--- src/rtl/irq_redir_router.sv ---
module irq_redir_router #(
  parameter int NPINS = 8,
  localparam int IW = (NPINS > 1) ? $clog2(NPINS) : 1
) (
  input  logic             clk,
  input  logic             rst_n,
  input  logic [NPINS-1:0] irq_in,
  input  logic             tbl_wr,
  input  logic [IW-1:0]    tbl_idx,
  input  logic [63:0]      tbl_wdata,
  input  logic             eoi_valid,
  input  logic [7:0]       eoi_vector,
  output logic             msg_valid,
  input  logic             msg_ready,
  output logic [7:0]       msg_dest,
  output logic             msg_dest_mode,
  output logic [2:0]       msg_deliv,
  output logic [7:0]       msg_vector,
  output logic             msg_trig,
  output logic             ext_inta,
  input  logic [7:0]       ext_vector
);
  localparam logic [2:0] MODE_EXT = 3'b111;

  logic [7:0]       vec_q  [NPINS];
  logic [2:0]       dlv_q  [NPINS];
  logic [7:0]       dst_q  [NPINS];
  logic [NPINS-1:0] dmd_q, pol_q, lvl_q, msk_q;
  logic [NPINS-1:0] irr_q, rirr_q, prev_q;
  logic [NPINS-1:0] routed, eff, cand, eoi_hit;
  logic [IW-1:0]    sel;
  logic             found, load;

  logic unused_wbits;
  assign unused_wbits = ^{tbl_wdata[55:17], tbl_wdata[14], tbl_wdata[12]};

  always_comb begin
    routed    = irq_in;
    routed[0] = 1'b0;
    routed[2] = irq_in[0] | irq_in[2];
  end

  assign eff  = routed ^ pol_q;
  assign cand = irr_q & ~msk_q & ~(lvl_q & rirr_q);

  for (genvar g = 0; g < NPINS; g++) begin : g_eoi
    assign eoi_hit[g] = eoi_valid && rirr_q[g] && (vec_q[g] == eoi_vector);
  end

  always_comb begin
    sel   = '0;
    found = 1'b0;
    for (int i = NPINS - 1; i >= 0; i--) begin
      if (cand[i]) begin
        sel   = IW'(i);
        found = 1'b1;
      end
    end
  end

  assign load     = found && (!msg_valid || msg_ready);
  assign ext_inta = load && (dlv_q[sel] == MODE_EXT);

  always_ff @(posedge clk) begin
    if (!rst_n) begin
      msg_valid     <= 1'b0;
      msg_dest      <= '0;
      msg_dest_mode <= 1'b0;
      msg_deliv     <= '0;
      msg_vector    <= '0;
      msg_trig      <= 1'b0;
    end else if (load) begin
      msg_valid     <= 1'b1;
      msg_dest      <= dst_q[sel];
      msg_dest_mode <= dmd_q[sel];
      msg_deliv     <= dlv_q[sel];
      msg_vector    <= (dlv_q[sel] == MODE_EXT) ? ext_vector : vec_q[sel];
      msg_trig      <= lvl_q[sel];
    end else if (msg_ready) begin
      msg_valid <= 1'b0;
    end
  end

  always_ff @(posedge clk) begin
    if (!rst_n) begin
      irr_q  <= '0;
      rirr_q <= '0;
      prev_q <= '0;
      dmd_q  <= '0;
      pol_q  <= '0;
      lvl_q  <= '0;
      msk_q  <= '1;
      for (int i = 0; i < NPINS; i++) begin
        vec_q[i] <= '0;
        dlv_q[i] <= '0;
        dst_q[i] <= '0;
      end
    end else begin
      prev_q <= eff;
      for (int i = 0; i < NPINS; i++) begin
        if (lvl_q[i])
          irr_q[i] <= eff[i];
        else
          irr_q[i] <= (irr_q[i] && !(load && sel == IW'(i)))
                      || (eff[i] && !prev_q[i] && !msk_q[i]);
        if (load && sel == IW'(i) && lvl_q[i])
          rirr_q[i] <= 1'b1;
        else if (eoi_hit[i])
          rirr_q[i] <= 1'b0;
        if (tbl_wr && tbl_idx == IW'(i)) begin
          vec_q[i] <= tbl_wdata[7:0];
          dlv_q[i] <= tbl_wdata[10:8];
          dmd_q[i] <= tbl_wdata[11];
          pol_q[i] <= tbl_wdata[13];
          lvl_q[i] <= tbl_wdata[15];
          msk_q[i] <= tbl_wdata[16];
          dst_q[i] <= tbl_wdata[63:56];
        end
      end
    end
  end


  hold_stable_chk: assert property (@(posedge clk) disable iff (!rst_n)
    msg_valid && !msg_ready |=> msg_valid &&
      $stable({msg_dest, msg_dest_mode, msg_deliv, msg_vector, msg_trig}));


  ext_fetch_chk: assert property (@(posedge clk) disable iff (!rst_n)
    ext_inta |=> msg_valid && msg_deliv == MODE_EXT && msg_vector == $past(ext_vector));

  for (genvar g = 0; g < NPINS; g++) begin : g_chk

    masked_drop_chk: assert property (@(posedge clk) disable iff (!rst_n)
      !lvl_q[g] && msk_q[g] && !irr_q[g] |=> !irr_q[g]);

    inservice_chk: assert property (@(posedge clk) disable iff (!rst_n)
      lvl_q[g] && rirr_q[g] && !eoi_hit[g] |=> rirr_q[g]);

    eoi_clear_chk: assert property (@(posedge clk) disable iff (!rst_n)
      eoi_hit[g] |=> !rirr_q[g]);
  end
endmodule

--- config.mk ---
export PLATFORM = sky130hd
export DESIGN_NAME = irq_redir_router
export DESIGN_NICKNAME = d
export VERILOG_FILES = /design/src/rtl/irq_redir_router.sv
export SDC_FILE = /design/constraint.sdc
export NUM_CORES = 1
export LEC_CHECK = 0
export BUFFER_PORTS_ARGS = -buffer_cell sky130_fd_sc_hd__clkbuf_2
export CAP_MARGIN = 30
export CORE_UTILIZATION = 54
export DETAILED_ROUTE_END_ITERATION = 6
export PLACE_DENSITY = 0.78
export SLEW_MARGIN = 20
export SYNTH_ARGS = -nofsm -noshare
export SYNTH_HDL_FRONTEND = slang
export SYNTH_SLANG_ARGS = --single-unit
export TNS_END_PERCENT = 1
--- constraint.sdc ---
create_clock -name clk -period 3 [get_ports clk]
set_input_delay 0 -clock clk [delete_from_list [all_inputs] [get_ports clk]]
set_output_delay 0 -clock clk [all_outputs]
set_load 0.02 [all_outputs]
==> Word-level counts from Yosys, hierarchy flattened <==
Memories as Yosys holds them, arrays and structs flattened. A register that Yosys moved wholly into a read port is not among the register bits.
Index checks and enable logic that the tools add are counted.
{ "classes": {"n_mux": 96, "reduce_logical": 112, "n_bitwise": 31, "magnitude_cmp": 1, "n_eq_ne": 23} }
{ "ops": {"columns": ["operator", "n"], "rows": [
  ["8-bit 2-to-1 mux", 17],
  ["1-bit logical AND", 66],
  ["8-bit equality test", 8],
  ["1-bit 2-to-1 mux", 61],
  ["3-bit 2-to-1 mux", 16],
  ["3-bit equality test (second input constant)", 9],
  ["1-bit logical NOT", 26],
  ["1-bit OR", 25],
  ["8-bit bitwise AND", 3],
  ["2-bit nonzero test", 9],
  ["8-bit inverter", 2],
  ["3-bit by 2-bit equality test with 1-bit output (second input constant)", 4],
  ["1-bit logical OR", 9],
  ["8-bit XOR", 1],
  ["1-bit binary-select mux with 3-bit select", 2],
  ["3-bit by 1-bit equality test with 1-bit output (second input constant)", 2],
  ["3-bit logical NOT", 2],
  ["3-bit by 4-bit < comparator with 1-bit output (second input constant)", 1]
]} }
{ "word_totals": {"memories": 3, "ff_bits": 70, "out_inout_bits": 23, "mem_bits_rw": 152} }
{ "mem_list": {"columns": ["memory", "words", "word_bits", "rd", "rd_clocked_by_memory_dff", "wr", "line", "text"], "rows": [
  ["dst_q", 8, 8, 1, 1, 8, "27", "logic [7:0] dst_q [NPINS];"],
  ["vec_q", 8, 8, 9, 0, 8, "25", "logic [7:0] vec_q [NPINS];"],
  ["dlv_q", 8, 3, 1, 0, 8, "26", "logic [2:0] dlv_q [NPINS];"]
]} }

==> Logic depth before layout (Yosys ltp) <==
Gate-level depths: netlist of the first run.
{ "logic_depth": {"depth_word": 17, "depth_mapped": 11} }

==> Least setup slack after synthesis of the first run <==
OpenSTA, ideal clock, no wires.
{ "synth_timing": {"path_kind": "register to register", "from": "register lvl_q[6]", "to": "register msg_vector[0]", "path_slack_ns": 0.514, "setup_time_ns": 0.124, "arrival_ns": 2.362, "path_stages_with_launch": 9, "n_path_buf": 0, "cell_sequence": "dfxtp_1 -> nand2_2 -> a221o_1 -> a221oi_4 -> mux2_2 -> a221o_1 -> o211a_4 -> a211oi_1 -> nor3_1"} }
{ "synth_via": {"elab_chain_len": 13, "word_cells_on_any_way": 22} }
{ "synth_rtl": {"columns": ["element", "line", "text"], "rows": [
  ["start: declaration", "28", "logic [NPINS-1:0] dmd_q, pol_q, lvl_q, msk_q;"],
  ["start signal: indexed assignment", "115", "lvl_q[i] <= tbl_wdata[15];"],
  ["8-bit bitwise AND *", "44", "assign cand = irr_q & ~msk_q & ~(lvl_q & rirr_q);"],
  ["8-bit inverter *", "44", null],
  ["8-bit bitwise AND *", "44", null],
  ["3-bit 2-to-1 mux (7 in series)", "54", "if (cand[i]) begin"],
  ["memory 8 x 3 bit", null, null],
  ["3-bit equality test", "77", "msg_vector <= (dlv_q[sel] == MODE_EXT) ? ext_vector : vec_q[sel];"],
  ["8-bit 2-to-1 mux", "77", null],
  ["end signal: assignment", "77", null],
  ["end: declaration", "18", "output logic [7:0] msg_vector,"]
]} }
Mark *: on every way between the ends. The rest lies on a longest branch, timed or not.
A chain may end at the register's enable or synchronous reset.

==> Final worst setup path of the first run <==
{ "layout_timing": {"from": "register irr_q[6]", "to": "output port ext_inta"} }
{ "layout_via": {"elab_chain_len": 12, "word_cells_on_any_way": 20} }
{ "layout_rtl": {"columns": ["element", "line", "text"], "rows": [
  ["start: declaration", "29", "logic [NPINS-1:0] irr_q, rirr_q, prev_q;"],
  ["start signal: indexed assignment", "102", "irr_q[i] <= eff[i];"],
  ["start signal: indexed assignment", "104", "irr_q[i] <= (irr_q[i] && !(load && sel == IW'(i)))"],
  ["8-bit bitwise AND * (2 in series)", "44", null],
  ["3-bit 2-to-1 mux (7 in series)", "54", null],
  ["memory 8 x 3 bit", null, null],
  ["3-bit equality test", "62", "assign ext_inta = load && (dlv_q[sel] == MODE_EXT);"],
  ["1-bit logical AND *", "62", null],
  ["end: declaration", "20", "output logic ext_inta,"]
]} }
Marked as above.

==> results.toml, run 1 <==
[flow_run]
max_cap_viol_count = 0

[global_route]
grt_antenna_before_repair = 0
grt_pass1_vias = 8200
grt_max_degree = 57
grt.busiest_layer = "met2"
use_met3_pct = 3.67
gr-usage-all-layers_pct = 28.7
use_met2_pct = 47.9
gr-usage-met1_pct = 37.5
grt_pass1_wl_um = 44200
gr-total-overflow = 0

[clock_network]
clk_latency_ns = 0.52
clockBufferDepth = 3
cts_tree = "built"
clk_pin_slew_ns = 0.06
cts_buffers = 24
cts_root_buf = "clkbuf_16"
numClockSinks = 230
cts_max_level = 1

[power_and_ir_drop]
p_total_mw = 7.29
p_leak_nw = 5.07
p_clk_share_pct = 42.3
power.density_mw_per_mm2 = 560
power_switching_mw = 1.62
swShare_pct = 22.3
p_int_mw = 5.67
pwr-share-comb_pct = 7.8
vdd_drop_max_uv = 546
pwr-share-seq_pct = 49.9

[routing]
vias = 8518
drt-total-wl_um = 29300
wl_per_cell_um = 20.8
first_pass_iters = 5
drtIter0Drc = 893
vias_per_cell = 6.05
route.detailed.drc = 0
antenna_left = 0

[cells_and_area]
instances_no_fill = 1409
nets = 1222
drive_gt1_share_pct = 18.3
fillCellCount = 1467
synthToLayoutAreaGrowth_pct = 19.7
diodes = 0

[yosys]
yosysSeqAreaShare_pct = 56.3
ys_types = 61
synthesis.area_mm2 = 0.0109
synth_ff_type = "edfxtp_1"
ys_top_cells_by_area = "edfxtp_1 (42%), dfxtp_1 (14%), xor2_1 (5.0%)"
avgSynthCellArea_um2 = 10.9
synth_top_area_share_pct = 42.0
synth_cells = 1000
synth_warnings = 0
synth_nets = 1096
synth_edf_count = 152
yosysTopAreaCell = "edfxtp_1"
synth-seq-cells = 230
async_flop_share_pct = 0

[place]
dpl.cell_count = 1311
place_congestion = 0.951
io_buffers = 77
place_hpwl_um = 19000

[sta]
finalClockSkew_ns = 0.0102
maxSlewViolCount = 0
maxClockFrequency_mhz = 344
tightest_slew_ns = 0.680
setup_violations = 0
period_share_pct = 96.8
timing.slew.headroom_pct = 54.5
finalCriticalPeriod_ns = 2.90
finalHoldViolCount = 0

[worst_setup_path]
cp_max_fo = 5
ff2ff_setup_slack_ns = 0.11
critical_path_class = "flop to primary output"
required_ns = 3.00
worstPathArrival_ns = 2.90
start_kind = "flop"
setup.worst_path.end_class = "primary output"

[floorplanning]
io_pins = 119
rows = 51
die_area_mm2 = 0.0207
start_util_pct = 55.5
core_mm2 = 0.0196
die_x_um = 144
die_h_um = 144

[hold_path]
holdCritPathClass = "input port to flop"

[status]
status = "finished clean"
[cell usage after synthesis (3+ instances only)]
library cell	number
nor3b_1	12
nand3b_1	5
o221ai_1	26
buf_1	4
nand3_1	24
buf_2	11
nor4_1	15
xor2_1	62
a22o_1	20
nor2b_1	35
nor2_1	133
xnor2_1	9
o41ai_1	8
o21ai_0	22
mux2i_1	32
o31a_1	3
nor3b_2	6
o21ai_1	3
o22ai_1	8
o211ai_1	17
inv_1	21
nor3_1	26
a21boi_0	17
nand2b_1	4
nand2_1	88
a222oi_1	3
edfxtp_1	152
a211oi_1	14
and2_1	22
a221oi_1	19
and2b_1	3
dfxtp_1	78
a221o_1	5
clkbuf_1	55
[flip-flops by register name, summed over array words and instances (netlist names), 8 cells and up]
name	cells
lvl_q	8
prev_q	8
dlv_q	24
msk_q	8
vec_q	64
pol_q	8
rirr_q	8
msg_dest	8
dmd_q	8
msg_vector	8
irr_q	8
dst_q	64
[power groups by stage]
stage	sequential (mW)	clock [mW]	combinational (mW)
3_3_place_gp	3.70	0	0.496
5_1_grt	3.66	3.22	0.611
4_1_cts	3.64	3.10	0.547
2_1_floorplan	3.68	0	0.335
6_report	3.64	3.08	0.566
3_5_place_dp	3.71	0	0.504
[worst paths after layout]
path	from	end	cells past startpoint
max	irr_q[6]	ext_inta	9
min	tbl_wdata[3]	vec_q[6][3]	3
max reg2reg	rirr_q[5]	msg_vector[2]	10
min reg2reg	msg_deliv[2]	msg_deliv[2]	2
[critical path, cell delays in order, from the launching register on]
cell and delay, ns:
dfxtp_1 0.30, nor2b_2 0.17, a221o_1 0.36, a221oi_4 0.36, buf_6 0.16, nor3_4 0.06
a2111oi_4 0.52, o211ai_4 0.12, nor3_1 0.13, buf_2 0.19
[cell usage in the layout (no fill, tap or decap), drive strengths merged, types with 26 or more instances in the layout]
cell type,netlist,layout
dfxtp,78,78
nor2,135,135
buf,17,63
edfxtp,152,152
nand2,89,89
nor3,27,27
xor2,62,62
dlygate4sd3,0,35
nor2b,36,36
mux2i,32,32
o221ai,26,26
clkbuf,56,112
[per-layer routing]
layer | wire, um | vias up
met1 | 11800 | 4128
met5 | 0 | -
met3 | 2200 | 92
met4 | 1150 | 0
met2 | 14100 | 405
li1 | - | 3893
[through the flow]
stage,worst slack [ns],TNS [ns],area (um^2),utilization [%],hold slack (ns)
after global routing,-0.0299,-0.0299,13000,66.5,0.0145
after CTS,0.0181,0,12800,65.6,0.00291
after floorplan,0.514,0,10900,-,0.164
final,0.0962,0,13000,66.5,0.0111
after global placement,0.323,0,11600,59.3,0.266
after detailed placement,0.266,0,11600,59.3,0.275
[cell type report]
cell class / instances / area [um^2] / share of cell area (%)
sequential: 230 / 6130 / 47.0
multi-input combinational: 676 / 4430 / 34.0
timing repair buffer: 173 / 1220 / 9.38
clock buffer: 37 / 746 / 5.73
tap: 265 / 332 / 2.55
clock inverter: 7 / 86.3 / 0.663
inverter: 21 / 78.8 / 0.605
[kinds of logic after synthesis]
kind of cell | synth area share (%)
DFF | 56.3
buffers and inverters | 3.52
muxes | 3.15
and+or+nand+nor | 17.0
xor gates and xnor gates | 5.72
AOI/OAI and AO/OA | 14.3
[what timing repair did]
action	CTS	global route
hold endpoints to repair	144	0
setup buffers	3	15
hold buffers	35	0
resized for setup	4	12
cloned	0	0
pin swaps	3	10
setup endpoints to repair	1	1
(Power assumes the default switching activity.)
==> run 2, diff against run 1 <==
==> constraint.sdc (replaced) <==
create_clock -name clk -period 3 [get_ports clk]
set_input_delay 0 -clock clk [delete_from_list [all_inputs] [get_ports clk]]
set_output_delay 0 -clock clk [all_outputs]
set_load 0.01 [all_outputs]
==> results.toml, run 2 (synthesized netlist as in run 1, its figures left out) <==
[status]
status = "finished clean"

[power_and_ir_drop]
p_total_mw = 7.27
p_leak_nw = 5.05
power.density_mw_per_mm2 = 561
vdd_drop_max_uv = 519

[clock_network]
clk_pin_slew_ns = 0.06
cts_tree = "built"
clk_latency_ns = 0.52
cts_buffers = 24
numClockSinks = 230
cts_max_level = 1
clockBufferDepth = 3
cts_root_buf = "clkbuf_16"

[sta]
period_share_pct = 96.7
setup_ws_ns = 0.0984
finalHoldViolCount = 0
finalClockSkew_ns = 0.0101
maxClockFrequency_mhz = 345
rsz0062_at_grt = "false"
maxSlewViolCount = 0
finalCriticalPeriod_ns = 2.90
tightest_slew_ns = 0.628
setup_violations = 0
fin_setup_tns_ns = 0
timing.slew.headroom_pct = 58.0

[worst_setup_path]
required_ns = 3.00
reg2reg_depth = 10
setup.worst_path.end_class = "primary output"
start_kind = "flop"
critical_path_class = "flop to primary output"
path_depth = 8
cp_slowest_cell = "a221o_2"
ff2ff_setup_slack_ns = 0.13
crit_buf_inv = 1
max_stage_delay_ns = 0.45
worstPathArrival_ns = 2.90
cp_max_fo = 4
path_delay_family = "compound AO/OA/AOI/OAI gates"
r2r_end = "msg_vector[1]"
worstReg2RegStart = "msk_q[1]"
cp_cell_sequence = "nor2b_2 -> a221o_1 -> a221oi_4 -> mux2_2 -> a221o_2 -> o211ai_4 -> nor3_2 -> buf_2"

[hold_path]
hold_end = "vec_q[6][1]"
hold_path_depth = 3
min_from = "tbl_wdata[1]"
holdCritPathClass = "input port to flop"

[floorplanning]
die_area_mm2 = 0.0207
die_h_um = 144
die_x_um = 144
core_mm2 = 0.0196
io_pins = 119
start_util_pct = 55.5
rows = 51

[routing]
vias = 8519
wl_per_cell_um = 21.1
vias_per_cell = 6.07
drtIter0Drc = 836
drt-total-wl_um = 29600
route.detailed.drc = 0
first_pass_iters = 5
antenna_left = 0

[cells_and_area]
fillCellCount = 1469
multiInputGateArea_mm2 = 0.00442
layout_commonest_cell = "edfxtp_1"
final_cell_mix = "edfxtp_1 (152), nor2_1 (133), nand2_1 (88)"
largestRegisters = "dst_q x64, vec_q x64, dlv_q x24"
drive_gt1_share_pct = 17.8
synthToLayoutAreaGrowth_pct = 19.2
diodes = 0
nets = 1217
register_area_mm2 = 0.00613
instances_no_fill = 1404

[global_route]
grt_max_degree = 45
grt_antenna_before_repair = 0
gr-usage-all-layers_pct = 29.1
grt_pass1_vias = 8368
gr-total-overflow = 0
grt_pass1_wl_um = 45000

[place]
pre_cts_ws_ns = 0.252
dpl.cell_count = 1310
place_congestion = 0.947
io_buffers = 77
place_hpwl_um = 19300

[flow_run]
max_cap_viol_count = 0
run 2: cell type report:
type / instances / share of cell area (%)
timing repair buffer: 168 / 9.14
clock inverter: 8 / 0.695
sequential: 230 / 47.2
inverter: 21 / 0.608
clock buffer: 36 / 5.69
tap: 265 / 2.56
multi-input combinational: 676 / 34.1
run 2: report_power, final:
part / internal [mW] / switching, mW / total (mW)
Combinational: 0.228 / 0.335 / 0.563
Clock: 1.87 / 1.20 / 3.07
Sequential: 3.56 / 0.0868 / 3.64
Total: 5.65 / 1.62 / 7.27
run 2: worst max path at each step:
stage	slack (ns)	startpoint	to
5_1_grt	0.002	irr_q[6]	ext_inta
4_1_cts	0.01	rirr_q[6]	ext_inta
2_1_floorplan	0.51	lvl_q[6]	msg_vector[0]
3_3_place_gp	0.30	irr_q[3]	msg_deliv[1]
6_report	0.1	irr_q[6]	ext_inta
3_5_place_dp	0.25	lvl_q[4]	msg_deliv[1]
run 2: stage by stage:
stage | hold WS, ns | instance area [um^2] | utilization, %
CTS | 0.0221 | 12900 | 65.7
finish | 0.0172 | 13000 | 66.2
global route | 0.0436 | 13000 | 66.2
floorplan | 0.164 | 10900 | -
detailed placement | 0.276 | 11600 | 59.3
global placement | 0.265 | 11600 | 59.3
run 2: worst min-delay path: stages:
cell and delay [ns]:
clkbuf_2 0.08, nand2_1 0.20, inv_1 0.13
run 2: timing repair:
action,4_1_cts,5_1_grt
endpoints found under the setup margin,1,1
hold endpoints to repair,142,0
hold buffers,34,0
pin swaps,7,9
resized for setup,5,8
buffers inserted,6,9
run 2: layer usage:
metal / vias to the layer above / track usage, % / wire length, um
li1: 3888 / - / -
met1: 4115 / 38.2 / 12100
met2: 426 / 48.6 / 14100
met3: 90 / 3.80 / 2350
met4: 0 / 11.5 / 993
met5: - / 0 / 0
==> run 3, diff against run 2 <==
Settings changed: CORE_UTILIZATION 54 to 56, PLACE_DENSITY 0.78 to 0.81.
==> results.toml, run 3 (synthesized netlist as in run 1, its figures left out) <==
[status]
status = "complete, but fails checks"
violations = "negative setup slack"

[routing]
drt-total-wl_um = 30000
route.detailed.drc = 0
vias_per_cell = 6.24
wl_per_cell_um = 21.6
vias = 8693
drtIter0Drc = 895
first_pass_iters = 6
antenna_left = 0

[floorplanning]
die_x_um = 141
die_h_um = 141
io_pins = 119
start_util_pct = 57.6
core_mm2 = 0.0189
rows = 50
die_area_mm2 = 0.0200

[global_route]
grt_antenna_before_repair = 0
grt.busiest_layer = "met2"
gr-usage-met1_pct = 39.7
grt_max_degree = 49
grt_pass1_vias = 8352
use_met2_pct = 50.4
use_met3_pct = 4.15
gr-total-overflow = 0
gr-usage-all-layers_pct = 30.1
grt_pass1_wl_um = 45700

[sta]
finalCriticalPeriod_ns = 3.01
maxClockFrequency_mhz = 333
rsz0062_at_grt = "true"
finalClockSkew_ns = 0.00931
period_share_pct = 100
finalHoldViolCount = 0
tightest_slew_ns = 0.962
setup_violations = 1
timing.slew.headroom_pct = 35.7
maxSlewViolCount = 0
holdWs_ns = 0.0183
setup_ws_ns = -0.00530

[worst_setup_path]
setup.worst_path.end_class = "primary output"
max_stage_delay_ns = 0.50
cp_slowest_cell = "a2111oi_4"
worstPathArrival_ns = 3.01
start_kind = "flop"
cp_cell_sequence = "nand2_2 -> a221o_1 -> a221oi_4 -> buf_4 -> nor3_4 -> a2111oi_4 -> o211ai_4 -> nor3_1 -> clkbuf_2"
cp_max_fo = 9
critical_path_class = "flop to primary output"
required_ns = 3.00

[cells_and_area]
diodes = 0
largestRegisters = "dst_q x64, vec_q x64, dlv_q x24"
final_cell_mix = "edfxtp_1 (152), nor2_1 (133), nand2_1 (88)"
synthToLayoutAreaGrowth_pct = 18.8
drive_gt1_share_pct = 17.1
layout_commonest_cell = "edfxtp_1"
nets = 1211

[clock_network]
clockBufferDepth = 3
clk_latency_ns = 0.52
cts_buffers = 25
clk_pin_slew_ns = 0.06
numClockSinks = 230
cts_tree = "built"
cts_root_buf = "clkbuf_16"
cts_max_level = 1

[flow_run]
max_cap_viol_count = 0

[place]
place_congestion = 0.951
place_hpwl_um = 19400
io_buffers = 77

[power_and_ir_drop]
power.density_mw_per_mm2 = 570
p_total_mw = 7.36
p_leak_nw = 5.03
vdd_drop_max_uv = 566

[hold_path]
holdCritPathClass = "input port to flop"
==> run 3: cell count changes in the layout (fill, tap and decap cells not counted), moves of 2 or more <==
cell / before / now
buf_4: 52 / 46
buf_6: 3 / 1
clkbuf_8: 5 / 2
clkinv_1: 0 / 4
==> run 3: report_power, final <==
group,switching [mW],internal [mW],total (mW)
clock,1.26,1.89,3.15
sequential,0.0890,3.56,3.65
combinational,0.337,0.228,0.565
==> run 3: worst paths after layout <==
kind	startpoint	end	slack [ns]	depth (start not counted)
max	rirr_q[6]	ext_inta	-0.005	9
min	tbl_wdata[6]	vec_q[7][6]	0.02	3
max reg2reg	rirr_q[6]	msg_vector[4]	0.14	10
min reg2reg	msg_deliv[2]	msg_deliv[2]	0.47	2
==> run 3: what timing repair did <==
| item | CTS | global route |
|---|---|---|
| hold endpoints to repair | 140 | 0 |
| buffers inserted | 3 | 6 |
| pin swaps | 5 | 4 |
| gates resized for setup | 3 | 4 |
| endpoints found under the setup margin | 1 | 2 |
| hold buffers | 34 | 0 |
==> run 3: critical path: cells and delay by family (launching register included) <==
family,cells,cell delay [ns]
AOI/OAI and AO/OA,4,1.41
DFF,1,0.38
buffers and inverters,2,0.37
and+or+nand+nor,3,0.32
==> run 3: per-stage QoR <==
step	utilization (%)	cell area (um^2)	setup WS (ns)	cells	TNS [ns]
6_report	68.4	12900	-0.00530	1394	-0.00530
5_1_grt	68.4	12900	-0.0635	1394	-0.0635
4_1_cts	67.9	12800	0.00659	1386	0
3_5_place_dp	61.4	11600	0.234	1303	0
3_3_place_gp	61.3	11600	0.212	1301	0
2_1_floorplan	-	10900	0.514	1000	0
==> run 3: per-layer routing <==
layer	wire (um)	up-vias
li1	-	3872
met1	11900	4186
met2	14300	531
met4	1160	0
met3	2760	104
met5	0	-
==> run 3: area by class of cell <==
cell class	instances	area, um^2
sequential	230	6130
fill	1413	5970
multi-input combinational	676	4410
timing repair buffer	161	1130
clock buffer	32	693
tap	260	325
clock inverter	14	155
inverter	21	78.8
